===== src/rtl/adcseq_pkg.sv =====
package adcseq_pkg;

    // control register field positions
    localparam int MODE_LSB  = 0;
    localparam int TRIG_BIT  = 2;
    localparam int BUF_BIT   = 3;
    localparam int BUSY_BIT  = 6;
    localparam int EN_BIT    = 7;

    // register addresses
    localparam int ADDR_CTRL = 0;
    localparam int ADDR_SEL  = 1;
    localparam int RES_BASE  = 4;

    // the only supported operating point
    localparam logic [1:0] MODE_SELECT = 2'b10;

    typedef struct packed {
        logic [1:0] mode;
        logic       trig;
        logic       bufsel;
    } ctrl_fields_t;

    typedef enum logic {
        ST_IDLE = 1'b0,
        ST_CONV = 1'b1
    } seq_state_t;

endpackage


===== src/rtl/adcseq_cfg.sv =====
module adcseq_cfg
    import adcseq_pkg::*;
#(
    parameter int DATA_W = 16,
    parameter int ADDR_W = 3,
    parameter int SEL_W  = 3,
    parameter int CH_N   = 4,
    localparam int CH_W  = $clog2(CH_N)
) (
    input  logic              clk,
    input  logic              rst_n,
    input  logic              wr_en,
    input  logic [ADDR_W-1:0] wr_addr,
    input  logic [DATA_W-1:0] wr_data,
    input  logic              busy,
    output ctrl_fields_t      fields,
    output logic [SEL_W-1:0]  sel,
    output logic              go,
    output logic [CH_W-1:0]   go_chan
);

    typedef struct packed {
        ctrl_fields_t      f;
        logic [SEL_W-1:0]  sel;
    } cfg_t;

    cfg_t cfg_d, cfg_q;
    logic wr_ctrl, wr_sel, supported, sel_ok;
    logic unused_wr;

    assign unused_wr = ^wr_data;

    always_comb begin
        cfg_d     = cfg_q;
        wr_ctrl   = wr_en && !busy && (int'(wr_addr) == ADDR_CTRL);
        wr_sel    = wr_en && !busy && (int'(wr_addr) == ADDR_SEL);
        supported = (wr_data[MODE_LSB +: 2] == MODE_SELECT)
                    && !wr_data[TRIG_BIT] && !wr_data[BUF_BIT];
        sel_ok    = int'(cfg_q.sel) < CH_N;
        if (wr_ctrl) begin
            cfg_d.f.mode   = wr_data[MODE_LSB +: 2];
            cfg_d.f.trig   = wr_data[TRIG_BIT];
            cfg_d.f.bufsel = wr_data[BUF_BIT];
        end
        if (wr_sel) begin
            cfg_d.sel = wr_data[SEL_W-1:0];
        end
        go      = wr_ctrl && wr_data[EN_BIT] && supported && sel_ok;
        go_chan = cfg_q.sel[CH_W-1:0];
    end

    always_ff @(posedge clk or negedge rst_n) begin
        if (!rst_n) begin
            cfg_q <= '0;
        end else begin
            cfg_q <= cfg_d;
        end
    end

    assign fields = cfg_q.f;
    assign sel    = cfg_q.sel;

endmodule


===== src/rtl/adcseq_ctrl.sv =====
module adcseq_ctrl
    import adcseq_pkg::*;
#(
    parameter int CH_N  = 4,
    parameter int RES_W = 10,
    localparam int CH_W = $clog2(CH_N)
) (
    input  logic             clk,
    input  logic             rst_n,
    input  logic             go,
    input  logic [CH_W-1:0]  go_chan,
    input  logic             cnv_done,
    input  logic [RES_W-1:0] cnv_code,
    output logic             busy,
    output logic             cnv_start,
    output logic [CH_W-1:0]  cnv_chan,
    output logic             eoc_irq,
    output logic             res_we,
    output logic [CH_W-1:0]  res_idx,
    output logic [RES_W-1:0] res_val
);

    typedef struct packed {
        seq_state_t       st;
        logic             start;
        logic             irq;
        logic [CH_W-1:0]  chan;
    } seq_t;

    seq_t seq_d, seq_q;

    always_comb begin
        seq_d       = seq_q;
        seq_d.start = 1'b0;
        seq_d.irq   = 1'b0;
        res_we      = 1'b0;
        case (seq_q.st)
            ST_IDLE: begin
                if (go) begin
                    seq_d.st    = ST_CONV;
                    seq_d.start = 1'b1;
                    seq_d.chan  = go_chan;
                end
            end
            ST_CONV: begin
                if (cnv_done) begin
                    res_we    = 1'b1;
                    seq_d.st  = ST_IDLE;
                    seq_d.irq = 1'b1;
                end
            end
            default: seq_d.st = ST_IDLE;
        endcase
    end

    always_ff @(posedge clk or negedge rst_n) begin
        if (!rst_n) begin
            seq_q <= '{st: ST_IDLE, start: 1'b0, irq: 1'b0, chan: '0};
        end else begin
            seq_q <= seq_d;
        end
    end

    assign busy      = (seq_q.st == ST_CONV);
    assign cnv_start = seq_q.start;
    assign cnv_chan  = seq_q.chan;
    assign eoc_irq   = seq_q.irq;
    assign res_idx   = seq_q.chan;
    assign res_val   = cnv_code;

endmodule


===== src/rtl/adcseq_results.sv =====
module adcseq_results #(
    parameter int CH_N  = 4,
    parameter int RES_W = 10,
    localparam int CH_W = $clog2(CH_N)
) (
    input  logic                       clk,
    input  logic                       rst_n,
    input  logic                       we,
    input  logic [CH_W-1:0]            idx,
    input  logic [RES_W-1:0]           val,
    output logic [CH_N-1:0][RES_W-1:0] bank
);

    logic [CH_N-1:0][RES_W-1:0] bank_d, bank_q;

    for (genvar g = 0; g < CH_N; g++) begin : g_lane
        always_comb begin
            bank_d[g] = bank_q[g];
            if (we && (idx == CH_W'(g))) begin
                bank_d[g] = val;
            end
        end
    end

    always_ff @(posedge clk or negedge rst_n) begin
        if (!rst_n) begin
            bank_q <= '0;
        end else begin
            bank_q <= bank_d;
        end
    end

    assign bank = bank_q;

endmodule


===== src/rtl/oneshot_adc_seq.sv =====
module oneshot_adc_seq
    import adcseq_pkg::*;
#(
    parameter int DATA_W = 16,
    parameter int ADDR_W = 3,
    parameter int RES_W  = 10,
    parameter int CH_N   = 4,
    parameter int SEL_W  = 3,
    localparam int CH_W  = $clog2(CH_N)
) (
    input  logic              clk,
    input  logic              rst_n,
    input  logic              wr_en,
    input  logic [ADDR_W-1:0] wr_addr,
    input  logic [DATA_W-1:0] wr_data,
    input  logic [ADDR_W-1:0] rd_addr,
    output logic [DATA_W-1:0] rd_data,
    output logic              cnv_start,
    output logic [CH_W-1:0]   cnv_chan,
    input  logic              cnv_done,
    input  logic [RES_W-1:0]  cnv_code,
    output logic              eoc_irq
);

    ctrl_fields_t               fields_w;
    logic [SEL_W-1:0]           sel_w;
    logic                       go_w;
    logic [CH_W-1:0]            go_chan_w;
    logic                       busy_w;
    logic                       res_we_w;
    logic [CH_W-1:0]            res_idx_w;
    logic [RES_W-1:0]           res_val_w;
    logic [CH_N-1:0][RES_W-1:0] bank_w;

    adcseq_cfg #(
        .DATA_W (DATA_W),
        .ADDR_W (ADDR_W),
        .SEL_W  (SEL_W),
        .CH_N   (CH_N)
    ) u_cfg (
        .clk     (clk),
        .rst_n   (rst_n),
        .wr_en   (wr_en),
        .wr_addr (wr_addr),
        .wr_data (wr_data),
        .busy    (busy_w),
        .fields  (fields_w),
        .sel     (sel_w),
        .go      (go_w),
        .go_chan (go_chan_w)
    );

    adcseq_ctrl #(
        .CH_N  (CH_N),
        .RES_W (RES_W)
    ) u_ctrl (
        .clk       (clk),
        .rst_n     (rst_n),
        .go        (go_w),
        .go_chan   (go_chan_w),
        .cnv_done  (cnv_done),
        .cnv_code  (cnv_code),
        .busy      (busy_w),
        .cnv_start (cnv_start),
        .cnv_chan  (cnv_chan),
        .eoc_irq   (eoc_irq),
        .res_we    (res_we_w),
        .res_idx   (res_idx_w),
        .res_val   (res_val_w)
    );

    adcseq_results #(
        .CH_N  (CH_N),
        .RES_W (RES_W)
    ) u_res (
        .clk   (clk),
        .rst_n (rst_n),
        .we    (res_we_w),
        .idx   (res_idx_w),
        .val   (res_val_w),
        .bank  (bank_w)
    );

    // combinational register read
    always_comb begin
        rd_data = '0;
        if (int'(rd_addr) == ADDR_CTRL) begin
            rd_data[MODE_LSB +: 2] = fields_w.mode;
            rd_data[TRIG_BIT]      = fields_w.trig;
            rd_data[BUF_BIT]       = fields_w.bufsel;
            rd_data[BUSY_BIT]      = busy_w;
            rd_data[EN_BIT]        = busy_w;
        end else if (int'(rd_addr) == ADDR_SEL) begin
            rd_data[SEL_W-1:0] = sel_w;
        end else begin
            for (int i = 0; i < CH_N; i++) begin
                if (int'(rd_addr) == RES_BASE + i) begin
                    rd_data = DATA_W'(bank_w[i]);
                end
            end
        end
    end

endmodule


===== config.mk =====
export PLATFORM = sky130hd
export DESIGN_NAME = oneshot_adc_seq
export DESIGN_NICKNAME = d
export VERILOG_FILES = /design/src/rtl/adcseq_pkg.sv /design/src/rtl/adcseq_cfg.sv /design/src/rtl/adcseq_ctrl.sv /design/src/rtl/adcseq_results.sv /design/src/rtl/oneshot_adc_seq.sv
export SDC_FILE = /design/constraint.sdc
export NUM_CORES = 1
export LEC_CHECK = 0
export BUFFER_PORTS_ARGS = -buffer_cell sky130_fd_sc_hd__buf_2
export CORE_UTILIZATION = 48
export DETAILED_ROUTE_END_ITERATION = 12
export PLACE_DENSITY = 0.75
export SLEW_MARGIN = 20
export SYNTH_ARGS = -nofsm -noshare
export SYNTH_HDL_FRONTEND = slang
export SYNTH_SLANG_ARGS = --single-unit
export TNS_END_PERCENT = 10

===== constraint.sdc =====
create_clock -name clk -period 1.5 [get_ports clk]
set_input_delay 0.075 -clock clk [delete_from_list [all_inputs] [get_ports clk]]
set_output_delay 0.075 -clock clk [all_outputs]
set_load 0.005 [all_outputs]

==> results of run 1 <==
[cells in the final DEF (no fill, tap or decap), types with 2 or more instances in the layout]
master,count
a211oi_1,3
nand2_1,7
nand2_2,3
buf_4,5
inv_1,3
buf_2,38
a21oi_1,6
buf_12,3
clkbuf_8,5
and2_1,4
dfrtp_1,52
mux2_4,3
o22a_1,3
conb_1,6
mux2_2,46
mux2i_1,3
mux4_2,7
o21ai_0,2
nor3b_2,2
nand3b_1,2
[registers in the layout (all words and copies together) (netlist names)]
signal,count
u_cfg.fields,4
u_cfg.sel,3
u_ctrl.busy,1
u_ctrl.cnv_chan,2
u_ctrl.cnv_start,1
u_ctrl.eoc_irq,1
u_res.bank,40
[critical path: stages (launching register included)]
cell	delay [ns]
dfrtp_1	0.41
nand2b_4	0.16
or4b_4	0.52
mux2_4	0.32
[repair_timing]
action                                  CTS  global route
pin swaps                                 3             2
resized for setup                         1             8
hold endpoints to repair                 52             0
endpoints found under the setup margin    9            23
cloned                                    0             0
setup buffers                             0             2
hold buffers                              1             0
[how the worst min path moves through the flow]
| stage | from | end | cells after the start |
|---|---|---|---|
| finish | wr_data[2] | u_cfg.sel[2] | 2 |
| global route | wr_data[1] | u_cfg.sel[1] | 2 |
| CTS | wr_data[2] | u_cfg.sel[2] | 2 |
| detailed placement | rst_n | u_ctrl.eoc_irq | 2 |
| global placement | rst_n | u_ctrl.eoc_irq | 2 |
| floorplan | rst_n | u_cfg.fields[0] | 0 |
[per-stage QoR]
stage | instance area [sq um] | util (%)
after floorplan | 2480 | -
after global placement | 2745 | 56.99
after detailed placement | 2745 | 56.99
after CTS | 2844 | 59.04
after global routing | 2880 | 59.79
final | 2880 | 59.79
[cell type report]
type	instances	area, sq um	share of cell area (%)
clock inverters	2	16.27	0.5647
flip-flops and latches	52	1301	45.18
repair buffers	48	309.0	10.73
multi-input cells	109	1086	37.71
well taps	67	83.83	2.911
clock buffers	6	72.57	2.520
inverters	3	11.26	0.3910
[cell families (layout without fill, tap and decap cells)]
group	count (synthesis)	after routing	synth area share [%]
mux	59	59	30.50
flops	52	52	52.87
simple gates	27	27	7.625
buf+inv	18	59	4.474
compound gates	17	17	4.372
other cells	1	6	0.1524
[power groups by stage]
stage,combinational [W],sequential [W],clock [W]
after CTS,0.000253,0.00150,0.000821
after global routing,0.000280,0.00151,0.000875
after floorplan,0.000146,0.00151,0
after detailed placement,0.000248,0.00153,0
after global placement,0.000242,0.00152,0
final,0.000250,0.00150,0.000801
[layer usage]
layer / track usage, % / vias up / routed length, um
met2: 30.89 / 37 / 2208
li1: - / 702 / -
met5: 0 / - / 0
met4: 7.692 / 0 / 63
met3: 4.938 / 5 / 203
met1: 25.73 / 722 / 2142
==> metrics, run 1 <==
status=finished with violations; failing checks=setup timing; CP max FO=4; Area Growth Syn to Fin=17.03%; Die X=73.61 um; Internal=0.001916 W; YS warnings=0; I/O pins=56; R2R Path Start=u_ctrl.busy; worst setup margin=-0.02247 ns; DR vias=between 1000 and 1500; fin crit period=roughly 1.5 ns; ys async rst share=100.0%; Die ar.=5418 sq um; Net Sw Frac=about a quarter; Core Rows=25; drt first-iter violations=67; CP required=about 1.7 ns; CTS sink cnt=52; Placed Instances=approximately 280; CTS tree=yes; Worst EP arrival=1.72 ns; Clock transition at path regs=0.09 ns; TritonCTS buffer count=5; nets@finish=~260; vias in the first global route=roughly 1500; fillers=414; worst clock skew=0.006896 ns; Initial DRT Pass Iterations=4; DP Worst Slack=-0.009951 ns; final antenna-violating net count=0; DR WL/cell=approximately 16 um; number of distinct library cells after synthesis=30; hold slack=0.02576 ns; # H-tree levels=2; max cap viols=0; leakage power=1.483 nW; Comb pwr share=9.8%; RSZ-0062 raised after global routing=yes; final hold viol count=0; clock buffer depth=2; crit end category=flip-flop; largest net degree at the start of global routing=53; post-synthesis instance total=174; setup slack, reg-to-reg=-0.02 ns; first-pass GRT wire length=between 7000 and 8000 um; Clock power frac=31.4%; Net Sw Power=0.0006332 W; GRT Util Overall=between 10% and 20%; Hold Path Class=input port to flip-flop; flop and latch count out of synthesis=52; # diodes=0; die height=73.61 um; Synth Flop Type=dfrtp_1; I/O Buffers=38; Avg Cell Area, Syn=14.14 sq um; initial antenna violation count=0; commonest cells in the netlist=dfrtp_1, mux2_2, nand2_1, buf_4, mux4_2; EDFF count, synth=0; GR Overflow Total=0; sequential share of power=58.8%; Core ar.=~4800 sq um; most common cell in the netlist=dfrtp_1; Post-Synthesis Cell Area=between 2000 and 2500 sq um; fin cells=between 200 and 300; RR Endpoint=u_cfg.sel[0]; Final Setup Violations=6; maximum vdd ir drop=0.6786 mV; share of the synthesized area in the top cell type=52.87%; crit path launch type=flip-flop; Yosys top cell by area=dfrtp_1; layout cells sized above 1=55.45%; critical path type=flip-flop to flip-flop; Final Max Tran Viols=0; Root Driver=clkbuf_8; worst-skew pair later-pin latency=0.31 ns; Tot Pwr=around 0.0025 W; DRC=0; Worst Setup EP=u_cfg.sel[0]; hpwl dp=3132 um; setup_tns=-0.09752 ns; CP startpoint=u_ctrl.busy; Total Routed Length=between 4000 and 5000 um; initial core utilization=approximately 51%; Vias/cell=5.108; Power Density=between 800 and 900 nW/um^2; sequential cell area fraction in the yosys report=52.87%; crit share post-route=101.5%; Synth area leaders=dfrtp_1, mux2_2, mux4_2; final RePlAce weighted congestion=0.7334; Reg2Reg Depth=3; Max Freq=around 0.66 GHz
Power figures use the tool's default switching activity.
==> inputs of run 2 (changes only) <==
Settings changed: HOLD_SLACK_MARGIN set to 0.05.
==> run 2 against run 1 <==
Effect of this change:
- sequential share of layout area shrank 2.2 points
- clock power is essentially flat
- critical path type unchanged
- routed wire length grew 2.6%
- the run still ends with setup timing left
- flip-flop and latch count is the same
- final cell count grew 5.2%
- first-iteration DRC count grew 7.5%
- setup slack is essentially flat
- non-clock buffer count grew 15
==> metrics, run 2 (synthesis results as in run 1) <==
Final Setup Violations=6 (unchanged); # diodes=0 (unchanged); CP required=1.70 ns (about the same); Tot Pwr=0.002581 W (was 0.002549 W); worst-skew pair later-pin latency=0.31 ns (about the same); CTS tree=yes (unchanged); final antenna-violating net count=0 (unchanged); worst clock skew=0.006959 ns (was 0.006896 ns); DR WL/cell=15.69 um (was 16.09 um); crit path launch type=flip-flop (unchanged); number of flip-flops in the largest register=40 (unchanged); RSZ-0062 raised after global routing=yes (unchanged); Total Routed Length=4737 um (was 4617 um); worst setup margin=-0.02243 ns (was -0.02247 ns); initial antenna violation count=0 (unchanged); Hold Path Class=input port to flip-flop (unchanged); most frequent cells in the layout=dfrtp_1, mux2_2, buf_2, dlygate4sd3_1 (was dfrtp_1, mux2_2, buf_2, mux4_2, nand2_1); final RePlAce weighted congestion=0.7334 (unchanged); critical path's largest stage delay=0.52 ns (about the same); critical path type=flip-flop to flip-flop (unchanged); R2R Path Start=u_ctrl.busy (unchanged); Area Growth Syn to Fin=23.13% (was 17.03%); DRC=0 (unchanged); final core utilization=62.91% (was 59.79%); maximum vdd ir drop=0.6798 mV (was 0.6786 mV); fin crit period=1.522 ns (about the same); hpwl dp=3132 um (unchanged); Initial DRT Pass Iterations=4 (unchanged); first-pass GRT wire length=7672 um (was 7493 um); hold_sp=wr_addr[2] (was wr_data[2]); most common cell after layout, fill and taps aside=dfrtp_1 (unchanged); Core ar.=4817 sq um (unchanged); Vias/cell=5.020 (was 5.108); # H-tree levels=2 (unchanged); initial core utilization=51.09% (unchanged); Die X=73.61 um (unchanged); crit-path cells=nand2b_4 -> or4b_4 -> mux2_4 (unchanged); Clock transition at path regs=0.09 ns (about the same); CP startpoint=u_ctrl.busy (unchanged); Max Freq=0.6568 GHz (about the same); Power Density=851.7 nW/um^2 (was 885.2 nW/um^2); leakage power=1.546 nW (was 1.483 nW); Die ar.=5418 sq um (unchanged); I/O pins=56 (unchanged); CP max FO=4 (unchanged); TritonCTS buffer count=5 (unchanged); layout cells sized above 1=51.91% (was 55.45%); final hold viol count=0 (unchanged); CTS sink cnt=52 (unchanged); GR Overflow Total=0 (unchanged); failing checks=setup timing (unchanged); drt first-iter violations=72 (was 67); Core Rows=25 (unchanged); Final Max Tran Viols=0 (unchanged); crit end category=flip-flop (unchanged); die height=73.61 um (unchanged); max cap viols=0 (unchanged); vias in the first global route=1624 (was 1547); Root Driver=clkbuf_8 (unchanged); nets@finish=270 (was 255); largest net degree at the start of global routing=53 (unchanged); I/O Buffers=38 (unchanged); crit share post-route=101.5% (about the same); CP max stage cell=or4b_4 (unchanged); status=finished with violations (unchanged); Worst EP arrival=1.72 ns (about the same); GRT Util Overall=19.86% (was 19.48%); clock buffer depth=2 (unchanged); DR vias=1516 (was 1466)
## run 2: cell count changes in the layout (fill, tap and decap cells not counted), sizes merged
cell	delta
dlygate4sd3	+15
## run 2: metrics by stage
step | instances | hold WS, ns | cell area, sq um | setup WS (ns) | setup TNS (ns)
floorplan | 179 | -0.2206 | 2480 | -0.02307 | -0.04614
global placement | 276 | 0.08981 | 2745 | 0.01222 | 0
detailed placement | 276 | 0.08629 | 2745 | -0.009951 | -0.01768
CTS | 300 | 0.2078 | 2994 | -0.03479 | -0.1765
global route | 302 | 0.2156 | 3030 | -0.06316 | -0.4920
finish | 302 | 0.2130 | 3030 | -0.02243 | -0.09878
## run 2: final cells by class
class | instances | area [sq um]
fillers | 399 | 1787
flip-flops and latches | 52 | 1301
multi-input cells | 109 | 1086
repair buffers | 63 | 459.2
well taps | 67 | 83.83
clock buffers | 6 | 72.57
clock inverters | 2 | 16.27
inverters | 3 | 11.26
## run 2: timing repair
item,in CTS,in global routing
gates resized for setup,1,8
endpoints found under the hold margin,96,0
hold buffers,16,0
endpoints found under the setup margin,9,23
buffers inserted,0,2
pin swaps,3,2
## run 2: final timing paths
| path | cells after the start | slack (ns) | endpoint |
|---|---|---|---|
| setup / recovery | 3 | -0.02 | u_cfg.sel[0] |
| hold / removal | 3 | 0.21 | u_cfg.sel[2] |
| setup reg to reg | 3 | -0.02 | u_cfg.sel[0] |
| hold reg to reg | 1 | 0.51 | u_res.bank[34] |
| max in group asynchronous | 3 | 0.99 | u_res.bank[4] |
| min in group asynchronous | 3 | 0.28 | u_ctrl.cnv_chan[1] |
## run 2: worst max-delay path: cells and delay by family, from the launching register on
family,cells,cell delay (ns)
flip-flops,1,0.41
multiplexers,1,0.32
AND/OR/NAND/NOR,2,0.68
## run 2: where the power goes
part | total (W) | internal [W] | switching [W]
Sequential | 0.00150 | 0.00146 | 0.0000416
Combinational | 0.000281 | 0.000152 | 0.000129
Clock | 0.000802 | 0.000333 | 0.000469
## run 2: metal layers
layer	up-vias	share of wire (%)	GRT usage [%]
li1	733	-	-
met2	37	48	32.21
met4	0	1.3	7.692
met5	-	0	0
met1	741	47	25.91
met3	5	4.0	4.664
